## src/rtl/rxq_pkg.sv

```systemverilog
package rxq_pkg;

    localparam int WORD_W  = 16;
    localparam int DATA_W  = 8;

    // Field positions of the word seen by the bus reader
    localparam int POS_RDY = 15;
    localparam int POS_ERR = 14;
    localparam int POS_OVR = 13;
    localparam int POS_FRM = 12;
    localparam int POS_BRK = 11;

    typedef struct packed {
        logic              err;
        logic              ovr;
        logic              frm;
        logic              brk;
        logic [DATA_W-1:0] data;
    } entry_t;

    function automatic logic [WORD_W-1:0] to_word(entry_t e);
        logic [WORD_W-1:0] w;
        w             = '0;
        w[POS_RDY]    = 1'b1;
        w[POS_ERR]    = e.err;
        w[POS_OVR]    = e.ovr;
        w[POS_FRM]    = e.frm;
        w[POS_BRK]    = e.brk;
        w[DATA_W-1:0] = e.data;
        return w;
    endfunction

endpackage

```

## src/rtl/rxq_store.sv

```systemverilog
module rxq_store
    import rxq_pkg::*;
#(
    parameter int DEPTH = 32
) (
    input  logic   clk,
    input  logic   rst_n,
    input  logic   wr_en,
    input  entry_t wr_entry,
    input  logic   rd_en,
    output entry_t head
);

    localparam int PTR_W = $clog2(DEPTH);
    localparam logic [PTR_W-1:0] LAST = PTR_W'(DEPTH - 1);

    typedef struct packed {
        logic [PTR_W-1:0] wp;
        logic [PTR_W-1:0] rp;
    } ptr_t;

    ptr_t   st_d, st_q;
    entry_t mem [DEPTH];

    always_comb begin
        st_d = st_q;
        if (wr_en) st_d.wp = (st_q.wp == LAST) ? '0 : st_q.wp + 1'b1;
        if (rd_en) st_d.rp = (st_q.rp == LAST) ? '0 : st_q.rp + 1'b1;
    end

    always_ff @(posedge clk or negedge rst_n) begin
        if (!rst_n) st_q <= '0;
        else        st_q <= st_d;
    end

    always_ff @(posedge clk) begin
        if (wr_en) mem[st_q.wp] <= wr_entry;
    end

    assign head = mem[st_q.rp];

endmodule

```

## src/rtl/rxq_ager.sv

```systemverilog
module rxq_ager #(
    parameter int AGE_CYCLES = 32
) (
    input  logic clk,
    input  logic rst_n,
    input  logic kick,
    input  logic run,
    output logic expire
);

    localparam int CNT_W = $clog2(AGE_CYCLES);
    localparam logic [CNT_W-1:0] TOP = CNT_W'(AGE_CYCLES - 1);

    typedef struct packed {
        logic             armed;
        logic [CNT_W-1:0] cnt;
    } age_t;

    age_t st_d, st_q;

    always_comb begin
        st_d   = st_q;
        expire = 1'b0;
        if (kick) begin
            st_d.armed = run;
            st_d.cnt   = '0;
        end else if (st_q.armed) begin
            if (st_q.cnt == TOP) begin
                expire     = 1'b1;
                st_d.armed = 1'b0;
            end else begin
                st_d.cnt = st_q.cnt + 1'b1;
            end
        end
    end

    always_ff @(posedge clk or negedge rst_n) begin
        if (!rst_n) st_q <= '0;
        else        st_q <= st_d;
    end

    // an expiry cannot follow a cycle in which the timer was restarted
    a_r9_no_expire_after_kick: assert property (@(posedge clk) disable iff (!rst_n)
        kick |=> !expire);

endmodule

```

## src/rtl/rxq_ageing_fifo.sv

```systemverilog
module rxq_ageing_fifo
    import rxq_pkg::*;
#(
    parameter int DEPTH       = 32,
    parameter int CHAR_CYCLES = 4
) (
    input  logic        clk,
    input  logic        rst_n,
    input  logic        rx_en,
    input  logic [5:0]  trig_level,
    input  logic        in_valid,
    input  logic [7:0]  in_data,
    input  logic        in_break,
    input  logic        rd_pop,
    input  logic        clr_ovr,
    input  logic        clr_brk,
    input  logic        clr_age,
    output logic        in_accept,
    output logic [15:0] rd_word,
    output logic [5:0]  level,
    output logic        rx_ready,
    output logic        data_ready,
    output logic        rx_empty,
    output logic        ovr_flag,
    output logic        brk_flag,
    output logic        age_flag
);

    localparam int LVL_W      = $clog2(DEPTH) + 1;
    localparam int AGE_CYCLES = 8 * CHAR_CYCLES;
    localparam logic [LVL_W-1:0] FULL_CNT = LVL_W'(DEPTH);
    localparam logic [LVL_W-1:0] LAST_CNT = LVL_W'(DEPTH - 1);

    typedef struct packed {
        logic [LVL_W-1:0] count;
        logic             ready;
        logic             dready;
        logic             empty;
        logic             ovr;
        logic             brk;
        logic             age;
    } ctl_t;

    ctl_t   st_d, st_q;
    entry_t new_entry, head;
    logic   offer, full, is_empty, do_push, do_pop, fills_last;
    logic   kick, run, expire;

    always_comb begin
        st_d       = st_q;
        full       = (st_q.count == FULL_CNT);
        is_empty   = (st_q.count == '0);
        offer      = in_valid && rx_en;
        do_push    = offer && !full;
        do_pop     = rd_pop && !is_empty;
        fills_last = do_push && !do_pop && (st_q.count == LAST_CNT);

        new_entry.err  = in_break || fills_last;
        new_entry.ovr  = fills_last;
        new_entry.frm  = in_break;
        new_entry.brk  = in_break;
        new_entry.data = in_break ? '0 : in_data;

        st_d.count = st_q.count + LVL_W'(do_push) - LVL_W'(do_pop);

        if (do_pop && (st_d.count < trig_level))  st_d.ready = 1'b0;
        if (do_push && (st_d.count >= trig_level)) st_d.ready = 1'b1;

        if (do_pop && (st_d.count == '0)) begin
            st_d.dready = 1'b0;
            st_d.empty  = 1'b1;
        end
        if (do_push) begin
            st_d.dready = 1'b1;
            st_d.empty  = 1'b0;
        end

        kick = do_push || do_pop;
        run  = (st_d.count != '0) && !st_d.ready;

        if (clr_ovr)           st_d.ovr = 1'b0;
        if (offer && full)     st_d.ovr = 1'b1;
        if (clr_brk)           st_d.brk = 1'b0;
        if (offer && in_break) st_d.brk = 1'b1;
        if (clr_age)           st_d.age = 1'b0;
        if (expire)            st_d.age = 1'b1;
    end

    always_ff @(posedge clk or negedge rst_n) begin
        if (!rst_n) begin
            st_q       <= '0;
            st_q.empty <= 1'b1;
        end else begin
            st_q <= st_d;
        end
    end

    rxq_store #(.DEPTH(DEPTH)) u_store (
        .clk      (clk),
        .rst_n    (rst_n),
        .wr_en    (do_push),
        .wr_entry (new_entry),
        .rd_en    (do_pop),
        .head     (head)
    );

    rxq_ager #(.AGE_CYCLES(AGE_CYCLES)) u_ager (
        .clk    (clk),
        .rst_n  (rst_n),
        .kick   (kick),
        .run    (run),
        .expire (expire)
    );

    assign in_accept  = rx_en && !full;
    assign rd_word    = is_empty ? '0 : to_word(head);
    assign level      = 6'(st_q.count);
    assign rx_ready   = st_q.ready;
    assign data_ready = st_q.dready;
    assign rx_empty   = st_q.empty;
    assign ovr_flag   = st_q.ovr;
    assign brk_flag   = st_q.brk;
    assign age_flag   = st_q.age;

    a_r3_no_overflow: assert property (@(posedge clk) disable iff (!rst_n)
        st_q.count <= FULL_CNT);

    a_r3_full_push_sets_ovr: assert property (@(posedge clk) disable iff (!rst_n)
        (offer && full) |=> ovr_flag);

    a_r4_last_slot_fills: assert property (@(posedge clk) disable iff (!rst_n)
        fills_last |=> (st_q.count == FULL_CNT));

    a_r6_empty_matches_count: assert property (@(posedge clk) disable iff (!rst_n)
        rx_empty == (st_q.count == '0));

    a_r6_ready_opposes_empty: assert property (@(posedge clk) disable iff (!rst_n)
        data_ready != rx_empty);

    a_r8_disabled_holds_count: assert property (@(posedge clk) disable iff (!rst_n)
        (!rx_en && !rd_pop) |=> $stable(st_q.count));

    a_r10_age_only_when_waiting: assert property (@(posedge clk) disable iff (!rst_n)
        $rose(age_flag) |-> (st_q.count != '0) && !rx_ready);

endmodule

```

## config.mk

```make
export PLATFORM = sky130hd
export DESIGN_NAME = rxq_ageing_fifo
export DESIGN_NICKNAME = d
export VERILOG_FILES = /design/src/rtl/rxq_pkg.sv /design/src/rtl/rxq_store.sv /design/src/rtl/rxq_ager.sv /design/src/rtl/rxq_ageing_fifo.sv
export SDC_FILE = /design/constraint.sdc
export NUM_CORES = 1
export LEC_CHECK = 0
export BUFFER_PORTS_ARGS = -buffer_cell sky130_fd_sc_hd__buf_2
export CORE_MARGIN = 4
export CORE_UTILIZATION = 58
export CTS_BUF_LIST = sky130_fd_sc_hd__clkbuf_8
export CTS_CLUSTER_SIZE = 8
export DETAILED_ROUTE_END_ITERATION = 12
export GPL_TIMING_DRIVEN = 0
export PLACE_DENSITY = 0.75
export SLEW_MARGIN = 20
export SYNTH_ARGS = -nofsm -noshare
export SYNTH_HDL_FRONTEND = slang
export SYNTH_SLANG_ARGS = --single-unit
```

## constraint.sdc

```tcl
create_clock -name clk -period 3.8 [get_ports clk]
set_clock_uncertainty 0.1 [all_clocks]
set_input_delay 0.76 -clock clk [delete_from_list [all_inputs] [get_ports clk]]
set_output_delay 0.76 -clock clk [all_outputs]
set_load 0.05 [all_outputs]
```

* Word level (Yosys, flattened, before mapping) *
Memories as Yosys holds them, arrays and structs flattened.
Index checks and enable logic that the tools add are counted.

storage, ports and cells
  input bits = 23
  RAM bits = 384
  memories kept = 1
  output and inout bits = 29
  register bits = 28

operators by class
  add/sub/neg operators = 5
  mux-type cells = 23
  reduce and logical (&&, ||, !) cells = 27
  equality and inequality tests = 6
  order comparisons = 2

memories
  name         words  bits a word  rd ports  clocked after memory_dff  write ports  line             RTL
  u_store.mem  32     12           1         0                         1            rxq_store.sv:23  entry_t mem [DEPTH];

operator list
  cell                                                             count
  16-bit two-way mux                                               1
  5-bit by 1-bit adder with 5-bit output, second input constant    3
  5-bit == test, second input constant                             3
  5-bit two-way mux                                                3
  1-bit two-way mux                                                14
  1-bit logical AND                                                12
  6-bit logical NOT                                                2
  6-bit two-way mux                                                2
  2-bit nonzero test                                               5
  8-bit two-way mux                                                1
  6-bit by 1-bit adder with 6-bit output                           1
  6-bit by 5-bit == test with 1-bit output, second input constant  1
  6-bit == test, second input constant                             1
  6-bit >= comparator                                              1
  6-bit < comparator                                               1
  6-bit nonzero test                                               1
  6-bit by 1-bit subtractor with 6-bit output                      1
  1-bit logical NOT                                                4
  2-bit two-way mux                                                2
  1-bit logical OR                                                 2
  2-bit inequality test, second input constant                     1
  2-bit AND reduction                                              1

* Depth between registers and ports, before layout *
Gate-level depths: netlist (run 1).

  depth in word-level cells = 12
  mapped depth = 17

* Cells and area by module *
A second synthesis (run 1) with hierarchy kept.

unflattened totals
  cell total of the unflattened synthesis = 889
  area, all modules = 16,711.0 µm²

modules (own cells, without submodules)
  module           times used  area an instance (µm²)  cells an instance
  rxq_store        1           15,253.4                727
  rxq_ageing_fifo  1           1,153.6                 133
  rxq_ager         1           304.0                   29

* Worst setup path after synthesis (run 1) *
Ideal clock, no wire load.

  path type = flip-flop to flip-flop
  start = reg st_q (netlist bit level[2])
  end = reg st_q (netlist bit rx_ready)
  clock period less this slack = 4.497 ns
  arrival = 4.269 ns
  cell stages (with the launch flop) = 18
  path slack = -0.697 ns
  required time = 3.573 ns
  path through = dfrtp_1 -> inv_1 -> ha_1 -> nand4bb_1 -> nand2_1 -> clkbuf_1 -> ha_1 -> ha_1 -> inv_1 -> fa_1 -> nor2b_1 -> o31ai_1 -> xnor2_1 -> ha_1 -> nand2_1 -> o21ai_0 -> o31a_1 -> or2_2

RTL lines
  what                    line                   RTL
  from (decl)             rxq_ageing_fifo.sv:44  ctl_t st_d, st_q;
  from (signal assigned)  rxq_ageing_fifo.sv:94  st_q <= st_d;

* Worst setup path after layout (run 1) *
  start = reg u_store.st_q[0] (netlist name)
  end = out rd_word[12]

on the way
  word-level cells in the longest chain between the ends = 2

ends and longest elaborated chain
  what                    line                    RTL
  from (decl)             rxq_store.sv:22         ptr_t st_d, st_q;
  from (signal assigned)  rxq_store.sv:33         else st_q <= st_d;
  memory 32 x 12 bit      -
  16-bit two-way mux      rxq_ageing_fifo.sv:116  assign rd_word = is_empty ? '0 : to_word(head);
  to (decl)               rxq_ageing_fifo.sv:19   output logic [15:0] rd_word,

Every way passes these cells.

==> results of run 1 <==
==> worst max-delay path by stage <==
stage / to / slack (ns) / cells past startpoint
2_1_floorplan: rx_ready$_DFF_PN0_ / 0.003 / 15
3_3_place_gp: u_store.mem[6][11]$_DFFE_PP_ / -0.59 / 7
3_5_place_dp: u_ager.st_q[5]$_DFF_PN0_ / -0.59 / 14
4_1_cts: rd_word[12] / 0.002 / 9
5_1_grt: rd_word[12] / -0.10 / 10
6_report: rd_word[12] / -0.03 / 9
==> where the power goes <==
part	total [uW]	switching, uW	internal, uW
Combinational	5040	2910	2130
Sequential	4920	144	4780
Clock	2900	1480	1410
Total	12900	4540	8320
==> through the flow <==
| stage | total power (uW) | instances | utilization [%] | instance area, um^2 | setup slack, ns |
|---|---|---|---|---|---|
| after global placement | 9060 | 1178 | 61.9 | 16200 | -0.593 |
| after global routing | 13400 | 1304 | 68.5 | 17900 | -0.102 |
| after CTS | 12500 | 1293 | 67.4 | 17700 | 0.00183 |
| final | 12900 | 1304 | 68.5 | 17900 | -0.0285 |
| after detailed placement | 9220 | 1187 | 62.6 | 16400 | -0.592 |
| after floorplan | 8060 | 795 | - | 15600 | 0.00329 |
==> critical path, cell delays in order, from the launching register on <==
cell and delay [ns]:
dfrtp_1 0.38, buf_6 0.16, buf_12 0.12, buf_12 0.14, mux4_2 0.56, mux4_2 0.51, clkinv_1 0.07, o22ai_2 0.10
buf_4 0.18, buf_6 0.14
==> layer usage <==
metal | part of all wire [%] | vias to the layer above | routed length [um]
li1 | - | 3454 | -
met1 | 38 | 4148 | 12700
met2 | 53 | 327 | 17500
met3 | 6.1 | 78 | 2020
met4 | 3.1 | 0 | 1030
met5 | 0 | - | 0
==> area by class of cell <==
class / instances / area (um^2)
flip-flops and latches: 380 / 11300
fillers: 1581 / 8260
multi-input cells: 338 / 4160
clock buffers: 58 / 798
repair buffers: 80 / 623
well taps: 335 / 419
plain buffers: 39 / 358
clock inverters: 37 / 168
inverters: 37 / 144
==> logic make-up (layout without fill, tap and decap cells) <==
logic type                 count (synthesis)  after routing  synth area share (%)
buffers and inverters                     77            251                  2.38
other                                      1              3                0.0242
muxes                                    127            127                  16.5
xor gates and xnor gates                   6              6                 0.339
adders and majority gates                 27             27                  2.23
AOI/OAI and AO/OA                         51             51                  1.90
DFF                                      380            380                  72.7
and+or+nand+nor                          124            124                  3.99
==> cells in the final DEF (no fill, tap or decap), drive strengths merged, types with 4 or more instances in the layout <==
| cell | n |
|---|---|
| edfxtp | 352 |
| buf | 101 |
| mux4 | 99 |
| clkbuf | 75 |
| inv | 50 |
| nor2 | 43 |
| dfrtp | 27 |
| ha | 26 |
| clkinv | 23 |
| nand2 | 21 |
| a21oi | 19 |
| mux2 | 14 |
| mux2i | 14 |
| nor2b | 13 |
| o21ai | 12 |
| o22ai | 12 |
| nand3 | 8 |
| nor3 | 7 |
| and2 | 5 |
| and3 | 4 |
| xnor2 | 4 |
| nor4 | 4 |
==> registers in the layout (all words and copies together) (netlist names) <==
signal	cells
age_flag	1
brk_flag	1
rx_empty	1
rx_ready	1
u_store.mem	352
ovr_flag	1
u_ager.st_q	6
u_store.st_q	10
level	6
data_ready	1
==> timing repair <==
action | CTS | global route
gates cloned | 1 | 1
pin swaps | 6 | 7
resized for setup | 59 | 38
buffers inserted | 11 | 10
setup endpoints to repair | 14 | 46
==> reports/metrics.csv, run 1 <==
stage,metric,value,unit
synth,Yosys top cell by area,edfxtp_1,
synth,Post-Syn Area,15500,um^2
sta,# setup viols final,3,
synth,Post-synth EDFFs,352,
global_routing,met1 Use GR,29.9,%
floorplanning,die height,172,um
flow_run,Max-cap violations,0,
detailed_routing,number of nets with antenna violations after routing,0,
setup_path,Critical R2R Launch,level[2]$_DFF_PN0_,
global_routing,GRT Overall Usage,22.6,%
power,power per standard cell area,716,nW/um^2
synth,most frequent cell after synthesis,edfxtp_1,
setup_path,CP startpoint kind,register,
place,DP Wirelength,21100,um
floorplanning,chip width,172,um
place,gpl congestion,0.858,
cts,Num Clock Sinks,380,
floorplanning,num rows,59,
cts,Longest Clk Path Bufs,3,
sta,Least-Margin Pin Slew,1.12,ns
layout,antenna cell count,0,
cts,CTS root buf,clkbuf_8,
sta,Tmin final,3.83,ns
synth,number of cells produced by synthesis,793,
power,P_leak,0.00622,uW
sta,Rel. slew slack,25.1,%
setup_path,Crit Reg-Reg Endpoint,u_ager.st_q[5]$_DFF_PN0_,
global_routing,first-pass GRT wire length,49500,um
status,status,"complete, but fails checks",
cts,H-tree levels,2,
sta,Final period util,101,%
cts,hold bufs inserted after CTS,0,
cts,TritonCTS Buffers,58,
cts,Clock transition at path regs,0.06,ns
place,Port Buffer Count,48,
detailed_routing,TritonRoute pass-1 iters,5,
floorplanning,die area,29400,um^2
global_routing,grt ovf,0,
detailed_routing,Routed WL,33300,um
synth,Syn Area/Cell,19.6,um^2
status,violated checks,negative setup slack,
detailed_routing,DR WL/cell,25.5,um
cts,CTS tree,yes,
layout,final net count,984,
setup_path,FF-to-FF setup slack,0.13,ns
setup_path,worst reg2reg path depth,15,
sta,worst setup margin,-0.0285,ns
synth,number of synthesized register bits,380,
detailed_routing,DR vias/cell,6.14,
setup_path,Worst Path Required,2.94,ns
floorplanning,# IOs,52,
setup_path,Crit Path Max Fanout,10,
floorplanning,Core ar.,26200,um^2
sta,worst hold slack,0.104,ns
hold_path,HP Class,input pin to async pin,
synth,Async SR Flop Fraction,7.37,%
global_routing,routing usage on met2,38.4,%
layout,"Area growth, synth to finish",15.7,%
global_routing,vias in the first global route,8412,
sta,setup TNS,-0.0629,ns
sta,RSZ-0062 raised after global routing,true,
synth,Unique masters post-synth,46,
synth,Post-synth top cells,"352 x edfxtp_1, 92 x mux4_2, 43 x nor2_1",
cts,later-pin clock latency in the skew report,0.60,ns
global_routing,grt met3 use,4.30,%
global_routing,layer with the highest usage,met2,
setup_path,kind of critical path,register to output pin,
synth,post-synthesis sequential area ratio,72.7,%
power,Max rail drop VDD,0.000622,V
synth,Synth top area share,68.2,%
sta,Final Hold Viols,0,
detailed_routing,Vias,8007,
synth,Syn. warnings,0,
global_routing,initial antenna violation count,0,
synth,Post-synth top flop,edfxtp_1,
setup_path,crit end category,output pin,
global_routing,largest net degree at the start of global routing,43,
layout,share of layout cells above drive strength 1,37.2,%
synth,top area cells in the synthesized netlist,"edfxtp_1 68%, mux4_2 13%, dfrtp_1 4.4%",
detailed_routing,Initial DRC Count,821,
detailed_routing,DR DRC count,0,
setup_path,CP startpoint,u_store.st_q[0]$_DFFE_PN0P_,
setup_path,"Arr. time, crit path",2.97,ns
floorplanning,Starting Density,59.2,%
sta,upper clock frequency limit,0.261,GHz
sta,Slew Limit Fails,0,
(Power assumes the default switching activity.)
==> run 2: changes to the inputs <==
CORE_ASPECT_RATIO = 2   (was unset)
==> run 2 against run 1 <==
  * The flow now finishes without violations
  * Worst setup slack better by 0.051 ns
  * Global-route usage up 0.45 points
  * Hold slack improved by 0.016 ns
  * Fmax up 1.3%
  * Wire length fell by 0.75%
  * Non-clock buffer count rose by 6
  * Critical path type unchanged
  * Largest cell class unchanged
==> reports/metrics.csv, run 2 (synthesis results as in run 1) <==
stage,metric,value,unit,change
status,status,"finished, final reports clean",,
layout,"commonest non-fill, non-tap cell in the layout",edfxtp_1,,
layout,biggest regs,"u_store.mem: 352 flops, u_store.st_q: 10 flops",,
detailed_routing,number of nets with antenna violations after routing,0,,unchanged
layout,Largest Register,u_store.mem,,
sta,Slew Limit Fails,0,,unchanged
sta,worst setup margin,0.0223,ns,+0.0508 ns
sta,Final period util,99.4,%,-1.3 points
place,gpl congestion,0.870,,+1.4%
global_routing,routing usage on met2,40.3,%,+1.9 points
setup_path,CP startpoint,u_store.st_q[0]$_DFFE_PN0P_,,
power,P_leak,0.00630,uW,+1.3%
sta,setup TNS,0,ns,+0.0629 ns
detailed_routing,Routed WL,33000,um,-0.75%
layout,most frequent cells in the layout,"352 x edfxtp_1, 94 x mux4_2, 66 x inv_1",,
cts,hold bufs inserted after CTS,0,,unchanged
setup_path,Worst path top cell family by delay,multiplexers,,
setup_path,kind of critical path,register to output pin,,
floorplanning,Starting Density,58.8,%,-0.39 points
sta,RSZ-0062 raised after global routing,true,,
global_routing,first-pass GRT wire length,50000,um,+0.91%
power,power per standard cell area,704,nW/um^2,-1.7%
sta,# setup viols final,0,,-3
floorplanning,die height,239,um,+39%
layout,antenna cell count,0,,unchanged
detailed_routing,TritonRoute pass-1 iters,5,,unchanged
setup_path,crit path cell chain,buf_12 > buf_12 > buf_4 > mux4_2 > mux2_2 > a21oi_2 > o22ai_1 > buf_4,,
global_routing,met1 Use GR,28.4,%,-1.5 points
place,Post-Place Cells,1197,,+0.84%
cts,H-tree levels,2,,unchanged
detailed_routing,Vias,7990,,-0.21%
place,Port Buffer Count,48,,unchanged
cts,CTS root buf,clkbuf_8,,
global_routing,GRT Overall Usage,23.1,%,+0.45 points
setup_path,worst reg2reg path depth,15,,unchanged
cts,TritonCTS Buffers,54,,-6.9%
detailed_routing,DR DRC count,0,,unchanged
cts,CTS tree,yes,,
global_routing,largest net degree at the start of global routing,43,,unchanged
detailed_routing,DR vias/cell,6.03,,-1.8%
flow_run,Max-cap violations,0,,unchanged
layout,final non-filler cell total,1325,,+1.6%
global_routing,grt ovf,0,,unchanged
power,Max rail drop VDD,0.000882,V,+42%
sta,Rel. slew slack,24.2,%,-0.89 points
setup_path,Crit Reg-Reg Endpoint,rx_ready$_DFF_PN0_,,
global_routing,layer with the highest usage,met2,,
detailed_routing,DR WL/cell,24.9,um,-2.3%
layout,max reg flops,352,,unchanged
floorplanning,num rows,84,,+42%
sta,Least-Margin Pin Slew,1.13,ns,+0.0132 ns
setup_path,"Arr. time, crit path",2.92,ns,-0.05 ns
setup_path,Worst Path Required,2.94,ns,about the same
cts,Num Clock Sinks,380,,unchanged
sta,Final Hold Viols,0,,unchanged
detailed_routing,Initial DRC Count,681,,-17%
sta,upper clock frequency limit,0.265,GHz,+1.3%
cts,Clock transition at path regs,0.06,ns,about the same
floorplanning,chip width,124,um,-28%
global_routing,grt met3 use,2.98,%,-1.3 points
global_routing,vias in the first global route,8499,,+1.0%
setup_path,crit end category,output pin,,
layout,final net count,986,,+0.20%
place,pre-CTS setup slack,-0.676,ns,-0.0835 ns
floorplanning,# IOs,52,,unchanged
sta,Tmin final,3.78,ns,-0.0508 ns
setup_path,Critical R2R Launch,level[2]$_DFF_PN0_,,
setup_path,crit path max-delay cell type,mux4_2,,
setup_path,CP startpoint kind,register,,
setup_path,FF-to-FF setup slack,0.16,ns,+0.03 ns
hold_path,HP Class,input pin to async pin,,
place,DP Wirelength,22400,um,+6.5%
cts,later-pin clock latency in the skew report,0.58,ns,-0.02 ns
layout,"Area growth, synth to finish",15.1,%,
floorplanning,die area,29600,um^2,+0.54%
setup_path,worst path buffer plus inverter count,4,,-2
power,Total Power,12600,uW,-2.2%
layout,Layout fillers,1622,,+2.6%
floorplanning,Core ar.,26400,um^2,+0.66%
layout,share of layout cells above drive strength 1,33.7,%,-3.4 points
cts,Longest Clk Path Bufs,3,,unchanged
setup_path,Critical Path Max Stage Delay,0.48,ns,-0.08 ns
global_routing,initial antenna violation count,0,,unchanged
setup_path,Crit Path Max Fanout,8,,-2
-- run 2: worst max-delay path by stage --
stage                                     to  slack [ns]  depth (start not counted)
floorplan                 rx_ready$_DFF_PN0_       0.003                         15
global placement    u_ager.st_q[5]$_DFF_PN0_       -0.49                         14
detailed placement  u_ager.st_q[5]$_DFF_PN0_       -0.68                         14
CTS                              rd_word[12]      -0.001                         10
global route                     rd_word[12]       -0.09                         10
finish                            rd_word[5]        0.02                          8
-- run 2: timing repair --
action,CTS,global route
pin swaps,8,10
buffers inserted,15,11
hold endpoints to repair,0,0
endpoints found under the setup margin,14,46
cloned,0,3
gates resized for setup,45,29
-- run 2: layout make-up --
type | instances | area [um^2] | area share [%]
buffer | 38 | 319 | 1.79
clock buffer | 57 | 785 | 4.39
clock inverter | 44 | 173 | 0.967
inverter | 37 | 144 | 0.806
multi-input combinational | 338 | 4080 | 22.8
sequential | 380 | 11300 | 63.2
tap | 344 | 430 | 2.41
timing repair buffer | 87 | 647 | 3.62
-- run 2: metal layers --
layer | up-vias | part of all wire (%)
met3 | 92 | 5.2
met5 | - | 0
li1 | 3460 | -
met4 | 0 | 4.7
met1 | 4090 | 36
met2 | 348 | 55
-- run 2: per-stage QoR --
stage                     hold WS, ns  instance area, um^2  util (%)
after floorplan                 0.361                15600         -
after global placement          0.386                16200      61.5
after detailed placement        0.394                16400      62.2
after CTS                       0.108                17600      66.8
after global routing            0.136                17900      67.7
final                           0.120                17900      67.7
-- run 2: where the power goes --
part	internal (uW)	switching, uW	leakage [uW]	total [uW]
clock network	1380	1430	0.000634	2810
logic	2050	2800	0.00211	4850
registers	4770	143	0.00355	4920
total	8210	4370	0.00630	12600
